**src/rtl/lsd_pkg.sv**
```systemverilog
package lsd_pkg;

   typedef enum logic [1:0] {
      SENSE_OFF  = 2'b00,
      SENSE_HIGH = 2'b01,
      SENSE_LOW  = 2'b10,
      SENSE_RSVD = 2'b11
   } sense_e;

   localparam int unsigned REG_LATCH = 32;
   localparam int unsigned REG_EVENT = 33;
   localparam int unsigned REG_IEN   = 34;

endpackage

```
**src/rtl/lsd_sync.sv**
```systemverilog
module lsd_sync #(
   parameter int unsigned W      = 32,
   parameter int unsigned STAGES = 2
) (
   input  logic         clk_i,
   input  logic         rst_ni,
   input  logic [W-1:0] d_i,
   output logic [W-1:0] q_o
);
   if (STAGES < 2) begin : g_bad_stages
      $error("lsd_sync: STAGES must be at least 2");
   end

   logic [STAGES-1:0][W-1:0] chain_q;

   always_ff @(posedge clk_i or negedge rst_ni) begin
      if (!rst_ni) chain_q[0] <= '0;
      else         chain_q[0] <= d_i;
   end

   for (genvar k = 1; k < STAGES; k++) begin : g_stage
      always_ff @(posedge clk_i or negedge rst_ni) begin
         if (!rst_ni) chain_q[k] <= '0;
         else         chain_q[k] <= chain_q[k-1];
      end
   end

   assign q_o = chain_q[STAGES-1];
endmodule

```
**src/rtl/lsd_cfg.sv**
```systemverilog
module lsd_cfg #(
   parameter int unsigned NPINS  = 32,
   parameter int unsigned ADDR_W = 6
) (
   input  logic                   clk_i,
   input  logic                   rst_ni,
   input  logic                   wr_i,
   input  logic [ADDR_W-1:0]      addr_i,
   input  logic [1:0]             data_i,
   output logic [NPINS-1:0][1:0]  cfg_o
);
   import lsd_pkg::*;

   for (genvar i = 0; i < NPINS; i++) begin : g_pin_cfg
      always_ff @(posedge clk_i or negedge rst_ni) begin
         if (!rst_ni)
            cfg_o[i] <= SENSE_OFF;
         else if (wr_i && (addr_i == ADDR_W'(i)))
            cfg_o[i] <= data_i;
      end
   end
endmodule

```
**src/rtl/lsd_match.sv**
```systemverilog
module lsd_match #(
   parameter int unsigned NPINS = 32
) (
   input  logic                  clk_i,
   input  logic                  rst_ni,
   input  logic [NPINS-1:0][1:0] cfg_i,
   input  logic [NPINS-1:0]      pins_i,
   output logic [NPINS-1:0]      hit_o
);
   import lsd_pkg::*;

   logic [NPINS-1:0] off_mask;

   for (genvar i = 0; i < NPINS; i++) begin : g_cmp
      always_comb begin
         case (cfg_i[i])
            SENSE_HIGH: hit_o[i] = pins_i[i];
            SENSE_LOW:  hit_o[i] = ~pins_i[i];
            default:    hit_o[i] = 1'b0;
         endcase
      end
      assign off_mask[i] = (cfg_i[i] == SENSE_OFF) || (cfg_i[i] == SENSE_RSVD);
   end

   // a pin whose sense is off never contributes a match
   a_r9_off_never_hits: assert property (@(posedge clk_i) disable iff (!rst_ni)
      ((hit_o & off_mask) == '0));
endmodule

```
**src/rtl/lsd_level_sense.sv**
```systemverilog
module lsd_level_sense #(
   parameter int unsigned NPINS       = 32,
   parameter int unsigned ADDR_W      = 6,
   parameter int unsigned DATA_W      = 32,
   parameter int unsigned SYNC_STAGES = 2
) (
   input  logic              clk_i,
   input  logic              rst_ni,
   input  logic [NPINS-1:0]  pins_i,
   input  logic              bus_wr_i,
   input  logic [ADDR_W-1:0] bus_addr_i,
   input  logic [DATA_W-1:0] bus_wdata_i,
   output logic [DATA_W-1:0] bus_rdata_o,
   output logic              detect_o,
   output logic              irq_o
);
   import lsd_pkg::*;

   localparam int unsigned IDX_W = (NPINS > 1) ? $clog2(NPINS) : 1;

   if (NPINS < 1 || NPINS > 32) begin : g_bad_npins
      $error("lsd_level_sense: NPINS must lie in 1..32");
   end
   if (DATA_W < NPINS) begin : g_bad_data_w
      $error("lsd_level_sense: DATA_W must cover NPINS");
   end
   if ((1 << ADDR_W) <= REG_IEN) begin : g_bad_addr_w
      $error("lsd_level_sense: ADDR_W too small for register map");
   end

   logic [NPINS-1:0]      pins_s;
   logic [NPINS-1:0]      hit;
   logic [NPINS-1:0][1:0] cfg;
   logic [NPINS-1:0]      latch_q;
   logic                  det_q;
   logic                  event_q;
   logic                  ien_q;
   logic                  cfg_wr, clr_latch, ev_wr, ien_wr, ev_rise;

   assign cfg_wr    = bus_wr_i && (bus_addr_i < ADDR_W'(NPINS));
   assign clr_latch = bus_wr_i && (bus_addr_i == ADDR_W'(REG_LATCH));
   assign ev_wr     = bus_wr_i && (bus_addr_i == ADDR_W'(REG_EVENT));
   assign ien_wr    = bus_wr_i && (bus_addr_i == ADDR_W'(REG_IEN));

   lsd_sync #(.W(NPINS), .STAGES(SYNC_STAGES)) u_sync (
      .clk_i  (clk_i),
      .rst_ni (rst_ni),
      .d_i    (pins_i),
      .q_o    (pins_s)
   );

   lsd_cfg #(.NPINS(NPINS), .ADDR_W(ADDR_W)) u_cfg (
      .clk_i  (clk_i),
      .rst_ni (rst_ni),
      .wr_i   (cfg_wr),
      .addr_i (bus_addr_i),
      .data_i (bus_wdata_i[1:0]),
      .cfg_o  (cfg)
   );

   lsd_match #(.NPINS(NPINS)) u_match (
      .clk_i  (clk_i),
      .rst_ni (rst_ni),
      .cfg_i  (cfg),
      .pins_i (pins_s),
      .hit_o  (hit)
   );

   assign detect_o = |hit;
   assign ev_rise  = detect_o & ~det_q;

   always_ff @(posedge clk_i or negedge rst_ni) begin
      if (!rst_ni) begin
         latch_q <= '0;
         det_q   <= 1'b0;
         event_q <= 1'b0;
         ien_q   <= 1'b0;
      end else begin
         latch_q <= (latch_q & ~(clr_latch ? bus_wdata_i[NPINS-1:0] : '0)) | hit;
         det_q   <= detect_o;
         if (ev_rise)    event_q <= 1'b1;
         else if (ev_wr) event_q <= 1'b0;
         if (ien_wr)     ien_q   <= bus_wdata_i[0];
      end
   end

   assign irq_o = event_q & ien_q;

   always_comb begin
      bus_rdata_o = '0;
      if (bus_addr_i < ADDR_W'(NPINS)) begin
         bus_rdata_o[1:0] = cfg[bus_addr_i[IDX_W-1:0]];
      end else if (bus_addr_i == ADDR_W'(REG_LATCH)) begin
         bus_rdata_o[NPINS-1:0] = latch_q;
      end else if (bus_addr_i == ADDR_W'(REG_EVENT)) begin
         bus_rdata_o[0] = event_q;
      end else if (bus_addr_i == ADDR_W'(REG_IEN)) begin
         bus_rdata_o[0] = ien_q;
      end
   end

   // without a clear write no latch bit drops
   a_r3_latch_sticky: assert property (@(posedge clk_i) disable iff (!rst_ni)
      !clr_latch |=> ((latch_q & $past(latch_q)) == $past(latch_q)));

   // a matching pin keeps its latch bit even across a clear
   a_r5_match_survives_clear: assert property (@(posedge clk_i) disable iff (!rst_ni)
      (|hit) |=> ((latch_q & $past(hit)) == $past(hit)));

   // rising detect raises the event flag
   a_r6_event_on_rise: assert property (@(posedge clk_i) disable iff (!rst_ni)
      $rose(detect_o) |=> event_q);

   // clearing write without a rise empties the flag
   a_r7_event_clear: assert property (@(posedge clk_i) disable iff (!rst_ni)
      (ev_wr && !ev_rise) |=> !event_q);

   // interrupt never fires while disabled
   a_r8_irq_gated: assert property (@(posedge clk_i) disable iff (!rst_ni)
      !ien_q |-> !irq_o);
endmodule

```
**config.mk**
```make
export PLATFORM = sky130hd
export DESIGN_NAME = lsd_level_sense
export DESIGN_NICKNAME = d
export VERILOG_FILES = /design/src/rtl/lsd_pkg.sv /design/src/rtl/lsd_sync.sv /design/src/rtl/lsd_cfg.sv /design/src/rtl/lsd_match.sv /design/src/rtl/lsd_level_sense.sv
export SDC_FILE = /design/constraint.sdc
export NUM_CORES = 1
export LEC_CHECK = 0
export BUFFER_PORTS_ARGS = -buffer_cell sky130_fd_sc_hd__buf_4
export CORE_AREA = 2 2 138 140
export DETAILED_ROUTE_END_ITERATION = 8
export DIE_AREA = 0 0 140 142
export MAX_ROUTING_LAYER = met4
export PLACE_DENSITY = 0.58
export SETUP_SLACK_MARGIN = 0.2
export SYNTH_ARGS = -nofsm -noshare
export SYNTH_HDL_FRONTEND = slang
export SYNTH_SLANG_ARGS = --single-unit
export TNS_END_PERCENT = 10
```
**constraint.sdc**
```tcl
create_clock -name clk_i -period 2.3 [get_ports clk_i]
set_input_delay 0.46 -clock clk_i [delete_from_list [all_inputs] [get_ports clk_i]]
set_output_delay 0.46 -clock clk_i [all_outputs]
set_load 0.005 [all_outputs]
```
Word-level counts from Yosys, hierarchy flattened

Cells that the tools add are included.

Flip-flop bits (word level): 163
Word-level logic and storage cells: 258
Output and inout bits: 34

Bitwise gates (word level): 38
Reductions and logical operators: 39
Multiplexer cells: 43
Equality and inequality tests: 98
$lt $le $gt $ge: 2

Operator list:

| kind                                                 | number |
|---|---|
| equality test 6 x 5 -> 1 bit (second input constant) | 16 |
| equality test 2 x 1 -> 1 bit (second input constant) | 32 |
| equality test 2 bit (second input constant)          | 32 |
| one-hot mux 1 bit (2 select lines)                   | 32 |
| equality test 6 x 4 -> 1 bit (second input constant) | 8 |
| logical AND 1 bit                                    | 36 |
| NOT 1 bit                                            | 33 |
| AND 32 bit                                           | 1 |
| two-way mux 32 bit                                   | 1 |
| NOT 32 bit                                           | 1 |
| bitwise OR 32 bit                                    | 1 |
| OR reduction 32 bit                                  | 1 |
| two-way mux 31 bit                                   | 1 |
| two-way mux 30 bit                                   | 1 |
| equality test 6 x 3 -> 1 bit (second input constant) | 4 |
| equality test 6 bit (second input constant)          | 3 |
| equality test 6 x 2 -> 1 bit (second input constant) | 2 |
| binary-select mux 2 bit (select 5 bit)               | 1 |
| equality test 6 x 1 -> 1 bit (second input constant) | 1 |
| logical NOT 6 bit                                    | 1 |
| < comparator 5 x 6 -> 1 bit (second input constant)  | 1 |
| < comparator 6 bit (second input constant)           | 1 |
| two-way mux 1 bit                                    | 5 |
| two-way mux 2 bit                                    | 2 |
| 2 further kinds                                      | 3 |

Depth between registers and ports, before layout

Gate-level depths: netlist (run 1).

Depth after elaboration: 6
Gate-level depth with buffers: 9
Gate-level depth less buffers: 6

By module

A second synthesis (run 1) with hierarchy kept.

Cells, all modules: 582
Area total of the unflattened synthesis: 7449.6 um^2

Modules (own cells, without submodules):

| module          | cells an instance | instances | seq. area each (um^2) | area each (um^2) |
|---|---|---|---|---|
| lsd_cfg         | 182               | 1         | 1601.5                | 2655.0 |
| lsd_level_sense | 208               | 1         | 875.8                 | 2232.1 |
| lsd_sync        | 96                | 1         | 1601.5                | 1841.8 |
| lsd_match       | 96                | 1         | 0.0                   | 720.7 |

Worst setup path after synthesis (run 1)

No wires, ideal clock.

Kind: input to output
From: in bus_addr_i[0]
To: out bus_rdata_o[1]
Arrival: 1.726 ns
Data required time: 1.840 ns
Slack: 0.114 ns
Path buffers: 1
Stages on the path: 6
Path through: buf_6 -> mux4_1 -> mux2_2 -> nand2_1 -> o311ai_1 -> a32o_1

Longest elaborated chain between the ends: 3
Elaborated cells on any way between the ends: 6

Ends and longest elaborated chain:

| what                                                                                 | line                                         | source |
|---|---|---|
| from (decl)                                                                          | lsd_level_sense.sv:11                        | `input logic [ADDR_W-1:0] bus_addr_i,` |
| binary-select mux 2 bit (select 5 bit) / equality test 6 bit (equally long branches) | lsd_level_sense.sv:92, lsd_level_sense.sv:93 |  |
| two-way mux 2 bit (not written as such) / two-way mux 31 bit (equally long branches) | lsd_level_sense.sv:92, lsd_level_sense.sv:93 |  |
| two-way mux 2 bit *                                                                  | lsd_level_sense.sv:91                        | `if (bus_addr_i < ADDR_W'(NPINS)) begin` |
| to (decl)                                                                            | lsd_level_sense.sv:13                        | `output logic [DATA_W-1:0] bus_rdata_o,` |

Mark *: on every way between the ends. The rest lies on a longest branch, timed or not. The select of a mux whose other input is x is not followed.

Worst setup path after layout (run 1)

From: reg u_cfg.cfg_o[41] (netlist bit)
To: out bus_rdata_o[1]

Longest elaborated chain between the ends: 3

Ends and longest elaborated chain:

| what                                    | line                  | source |
|---|---|---|
| from (decl)                             | lsd_cfg.sv:10         | `output logic [NPINS-1:0][1:0] cfg_o` |
| from (signal, indexed assignment)       | lsd_cfg.sv:19         | `cfg_o[i] <= data_i;` |
| binary-select mux 2 bit (select 5 bit)  | lsd_level_sense.sv:92 | `bus_rdata_o[1:0] = cfg[bus_addr_i[IDX_W-1:0]];` |
| two-way mux 2 bit (not written as such) | lsd_level_sense.sv:92 |  |
| two-way mux 2 bit                       | lsd_level_sense.sv:91 |  |

No other way between the ends. The select of a mux whose other input is x is not followed.

==> results of run 1 <==
critical path, stage by stage (launching register included):
cell	delay [ps]
dfrtp_1	400
buf_4	150
mux4_2	450
mux2_4	290
nand2_2	60
o311ai_1	90
a32o_2	270
buf_6	120
power by group through the flow:
stage                     clock network (mW)  registers (mW)  logic (mW)
final                                   2.67            3.37        1.16
after global routing                    2.87            3.41        1.26
after CTS                               2.74            3.37        1.08
after detailed placement                   0            3.42        1.05
after global placement                     0            3.42        1.03
after floorplan                            0            3.35       0.523
cell families after synthesis:
group                  Yosys count  share of synthesized area (%)
muxes                           89                           15.3
and+or+nand+nor                215                           16.9
buffers and inverters           28                           2.22
AOI/OAI and AO/OA               84                           7.84
DFF                            163                           57.8
cell type report:
class                      instances  area [sq um]
clock inverter                    11           104
inverter                           2          7.51
clock buffer                      21           450
timing repair buffer             184          1480
fill                            1667          9080
tap                              234           293
sequential                       163          4080
multi-input combinational        388          2960
registers in the layout, indices dropped and copies added, names as in the netlist:
signal	flops
det_q	1
latch_q	32
u_cfg.cfg_o	64
u_sync.chain_q	32
event_q	1
u_sync.q_o	32
ien_q	1
how the worst max path moves through the flow:
stage                           endpoint  slack, ps  cells past startpoint
after CTS                 bus_rdata_o[1]       -450                      7
after global placement    bus_rdata_o[0]       -210                      8
after detailed placement  bus_rdata_o[0]       -250                      8
after floorplan           bus_rdata_o[1]        150                      6
final                     bus_rdata_o[1]       -430                      7
after global routing      bus_rdata_o[1]       -480                      7
synthesized netlist by cell type, types with 8 or more instances:
cell / n / share of area (%)
buf_2: 8 / 0.57
a21o_1: 32 / 3.4
mux2_2: 68 / 11
dfrtp_1: 163 / 58
o22ai_1: 8 / 0.71
nand3b_1: 26 / 2.8
and2_1: 32 / 2.8
nor2b_1: 9 / 0.80
nand3_1: 13 / 0.92
nand2_1: 62 / 3.3
nor2_1: 19 / 1.0
nor4_1: 11 / 0.98
clkbuf_1: 10 / 0.53
o21ai_0: 28 / 2.0
mux2i_1: 13 / 1.8
nand2b_1: 34 / 3.0
routing by layer:
metal | global-route usage, % | share of wire [%]
met5 | - | 0
met4 | 5.74 | 0.48
met3 | 3.73 | 3.2
met2 | 31.8 | 50
met1 | 25.2 | 46
what timing repair did:
action	in CTS	in global routing
endpoints found under the hold margin	44	0
setup endpoints to repair	33	33
buffers inserted	0	8
hold buffers	1	0
pin swaps	8	10
gates resized for setup	30	28
==> metrics, run 1 <==
minimum clock period around 2700 ps; Leak 4.16 nW; die span in y between 100 and 150 microns; Initial Utilization 38.2%; initial DRC count about 220; VDD IR max between 0.4 and 0.5 mV; Arr. time, crit path ~2300 ps; syn_nets about 650; hold endpoint u_sync.chain_q[20]$_DFF_PN0_; drt wl/cell around 18 microns; TritonCTS Buffers 17; r2r setup slk roughly 510 ps; register area share after synthesis between 50 and 60%; Final Setup Violations 3; row count 50; Post-synth EDFFs 0; Hold Path Depth 1; Hold Crit Start pins_i[20]; Setup crit end kind primary output; distinct cell type count of the synthesized netlist 38; Yosys warning total 0; Clk pwr share 37.0%; pwr/cell area 768 nW/um^2; clock sink total about 160; antenna viol nets, final 0; Place WS -253 ps; FF-to-FF Start u_cfg.cfg_o[30]$_DFFE_PN0P_; worst setup path startpoint u_cfg.cfg_o[41]$_DFFE_PN0P_; Hold Crit Class in2reg; Ant. Diodes 0; RR Endpoint event_q$_DFFE_PN0P_; Worst EP required 1840 ps; setup TNS -931 ps; ys flop type dfrtp_1; FFs w/ async S/R, synth 100%; total gr overflow 0; Horiz. Die Dim approximately 140 microns; P&R area growth vs syn 32.8%; Internal Power approximately 5.3 mW; Overall Power approximately 7 mW; commonest non-fill, non-tap cell in the layout buf_4; DR vias 4999; Avg Inst Size Synth between 10 and 15 sq um; fin nets between 800 and 900; total track usage 19.5%; Worst-Margin Slew between 500 and 600 ps; Post-DP HPWL roughly 13000 microns; vias per cell between 4 and 5; slew margin rel. between 60% and 70%; CTS root buffer clkbuf_16; First-pass DRT Iterations 6; core area around 18000 sq um; Final Hold Viols 0; switching power between 1.5 and 2 mW; Worst Reg-to-Reg Cells 7; vias in the first global route between 5000 and 6000; logic gate share of total power approximately 16%; most frequent cells in the layout buf_4, dfrtp_1, mux2_2; WS Path Type reg2out; placed instance area about 8600 sq um; worst hold slack approximately 130 ps; Placed Instances about 960; post-route cell area around 9400 sq um; switching share of total power 26.1%; period utilization 119%; H-tree depth 4; final setup margin -430 ps; register bit total from synthesis between 150 and 200; failing checks DRC, setup timing; Final Skew approximately 7.3 ps; outcome finished with violations; Ports between 100 and 150; layout cells sized above 1 42.1%; Final Non-Filler Cells around 1000; post-synthesis instance total ~580; die outline area approximately 20000 sq um; synthesized area between 7000 and 8000 sq um; routed wire length between 15000 and 20000 microns; clk_lat worst skew between 400 and 500 ps; crit path launch type flop; max_cap viols 0; initial antenna violation count 0; Max Slew Vio Count 0; CP Max Fanout 4; clk buf depth 2; Max Clock Freq 366 MHz; post-layout util between 50% and 60%; Seq pwr share between 40% and 50%; Clock Pin Slew Worst Setup and Hold Paths about 70 ps; wire length of the first global-routing pass around 29000 microns; CTS tree yes; Residual DRC 7; largest net degree at the start of global routing between 50 and 60; I/O Buffers between 100 and 150; GP Congestion just under 0.9; RSZ-0062 raised after global routing yes
(Power assumes the default switching activity.)
==> run 2: changes to the inputs <==
CTS_BUF_LIST = sky130_fd_sc_hd__clkbuf_8   (was unset)
==> run 2 against run 1 <==
The run still ends with DRC, setup timing left. Sequential share of layout area increased by 0.76 points. Worst hold slack got worse by 27 ps. Combinational power about the same. Register-to-register slack improved by 60 ps. Maximum frequency decreased by 0.39%. Cell count about the same. Final area decreased by 1.7%. Critical path depth unchanged. Critical path type unchanged. Highest routed layer unchanged.
==> metrics, run 2 (synthesis results as in run 1) <==
layout cells sized above 1 42.9% (was 42.1%); Setup crit end kind primary output (unchanged); Overall Power 6.46 mW (was 7.20 mW); Place WS -253 ps (unchanged); P&R area growth vs syn 30.5% (was 32.8%); total gr overflow 0 (unchanged); Max Slew Vio Count 0 (unchanged); initial DRC count 236 (was 221); GP Congestion 0.869 (unchanged); max FFs per register 64 (unchanged); Worst Reg-to-Reg Cells 7 (unchanged); Internal Power 4.68 mW (was 5.32 mW); fin nets 830 (was 829); Worst EP required 1840 ps (about the same); CTS tree yes (unchanged); Post-DP HPWL 13100 microns (unchanged); Final Hold Viols 0 (unchanged); outcome finished with violations (unchanged); vias in the first global route 5319 (was 5304); drt wl/cell 17.6 microns (was 17.7 microns); Crit path depth 7 (unchanged); r2r setup slk 570 ps (was 510 ps); Clock Pin Slew Worst Setup and Hold Paths 90 ps (was 70 ps); Final Setup Violations 3 (unchanged); initial antenna violation count 0 (unchanged); antenna viol nets, final 0 (unchanged); I/O Buffers 106 (unchanged); worst path cell trace buf_6, mux4_2, mux2_4, nand2_2, o311ai_1, a32o_2, buf_6 (was buf_4, mux4_2, mux2_4, nand2_2, o311ai_1, a32o_2, buf_6); CTS root buffer clkbuf_8 (was clkbuf_16); Horiz. Die Dim 140 microns (unchanged); VDD IR max 0.339 mV (was 0.450 mV); routed wire length 17700 microns (was 17800 microns); Worst-Margin Slew 479 ps (was 521 ps); max_cap viols 0 (unchanged); Top reg by flops u_cfg.cfg_o (unchanged); clock sink total 163 (unchanged); final setup margin -441 ps (was -430 ps); Final Skew 8.57 ps (was 7.27 ps); Seq pwr share 52.1% (was 46.8%); Hold Crit Start pins_i[5] (was pins_i[20]); FF-to-FF Start u_cfg.cfg_o[53]$_DFFE_PN0P_ (was u_cfg.cfg_o[30]$_DFFE_PN0P_); DR vias 4986 (was 4999); core area 18500 sq um (unchanged); slew margin rel. 67.9% (was 64.9%); worst setup path startpoint u_cfg.cfg_o[47]$_DFFE_PN0P_ (was u_cfg.cfg_o[41]$_DFFE_PN0P_); worst hold slack 103 ps (was 130 ps); First-pass DRT Iterations 9 (was 6); setup TNS -955 ps (was -931 ps); CP Max Fanout 2 (was 4); die outline area 19900 sq um (unchanged); Initial Utilization 38.2% (unchanged); RR Endpoint event_q$_DFFE_PN0P_ (unchanged); Max Clock Freq 365 MHz (was 366 MHz); wire length of the first global-routing pass 28900 microns (was 28700 microns); logic gate share of total power 18.1% (was 16.1%); minimum clock period 2740 ps (was 2730 ps); Leak 4.11 nW (was 4.16 nW); clk buf depth 2 (unchanged); largest net degree at the start of global routing 55 (unchanged); CP top delay family multiplexers (unchanged); clk_lat worst skew 460 ps (was 430 ps); period utilization 119% (about the same); Ports 107 (unchanged); TritonCTS Buffers 17 (unchanged); Buf/Inv on CP 2 (unchanged); crit path capture bus_rdata_o[1] (unchanged); switching share of total power 27.6% (was 26.1%); Ant. Diodes 0 (unchanged); Clk pwr share 29.8% (was 37.0%); failing checks DRC, setup timing (unchanged); commonest non-fill, non-tap cell in the layout buf_4 (unchanged); Crit-path slowest cell mux4_2 (unchanged); Arr. time, crit path 2280 ps (was 2270 ps); RSZ-0062 raised after global routing yes (unchanged); total track usage 19.6% (was 19.5%); most frequent cells in the layout buf_4, dfrtp_1, mux2_2 (unchanged); Filler cells 1683 (was 1667); pwr/cell area 701 nW/um^2 (was 768 nW/um^2); die span in y 142 microns (unchanged); switching power 1.78 mW (was 1.88 mW); row count 50 (unchanged); vias per cell 4.97 (was 4.98); crit path launch type flop (unchanged); Residual DRC 7 (unchanged); CP max stage delay 470 ps (was 450 ps); Hold Crit Class in2reg (unchanged); WS Path Type reg2out (unchanged); H-tree depth 4 (unchanged); CP dominant cell by count buf_6
-- run 2: changes by cell type in the layout (fill, tap and decap cells not counted), moves of 2 or more --
| cell | change |
|---|---|
| inv_1 | +3 |
| clkbuf_16 | -17 |
| clkbuf_1 | -3 |
| clkbuf_8 | +17 |
| o21ai_2 | +2 |
-- run 2: worst min-delay path by stage --
stage                                   end  slack, ps  cells past startpoint
6_report        u_sync.chain_q[5]$_DFF_PN0_        100                      1
3_3_place_gp        u_sync.q_o[6]$_DFF_PN0_        330                      0
5_1_grt        u_sync.chain_q[14]$_DFF_PN0_         60                      1
4_1_cts        u_sync.chain_q[31]$_DFF_PN0_         70                      1
2_1_floorplan               det_q$_DFF_PN0_        160                      0
3_5_place_dp       u_sync.q_o[14]$_DFF_PN0_        330                      0
-- run 2: power groups by stage --
stage / logic, mW / registers (mW) / clock network, mW
finish: 1.17 / 3.37 / 1.93
global route: 1.27 / 3.41 / 2.12
CTS: 1.15 / 3.37 / 2.00
detailed placement: 1.05 / 3.42 / 0
global placement: 1.03 / 3.42 / 0
floorplan: 0.523 / 3.35 / 0
-- run 2: layout make-up --
type                    instances  area (sq um)  share of cell area [%]
flip-flops and latches        163          4080                    44.3
well taps                     234           293                    3.18
multi-input cells             388          2980                    32.4
inverters                       2          7.51                  0.0815
clock inverters                14           115                    1.25
clock buffers                  18           248                    2.69
repair buffers                185          1490                    16.2
-- run 2: per-layer routing --
layer	up-vias	global-route usage (%)	routed length, microns
li1	2398	-	-
met5	-	-	0
met4	0	5.00	148
met3	11	3.87	485
met1	2511	25.3	8240
met2	66	32.1	8820
-- run 2: stage by stage --
| step | cells | util, % | area, sq um |
|---|---|---|---|
| 2_1_floorplan | 579 | - | 7060 |
| 3_3_place_gp | 962 | 46.5 | 8580 |
| 3_5_place_dp | 962 | 46.5 | 8580 |
| 4_1_cts | 1001 | 49.6 | 9150 |
| 5_1_grt | 1004 | 49.9 | 9210 |
| 6_report | 1004 | 49.9 | 9210 |
-- run 2: timing repair --
action,CTS,global route
gates cloned,0,0
hold buffers,1,0
resized for setup,51,14
setup endpoints to repair,33,33
pin swaps,14,5
endpoints found under the hold margin,44,0
buffers inserted,6,3
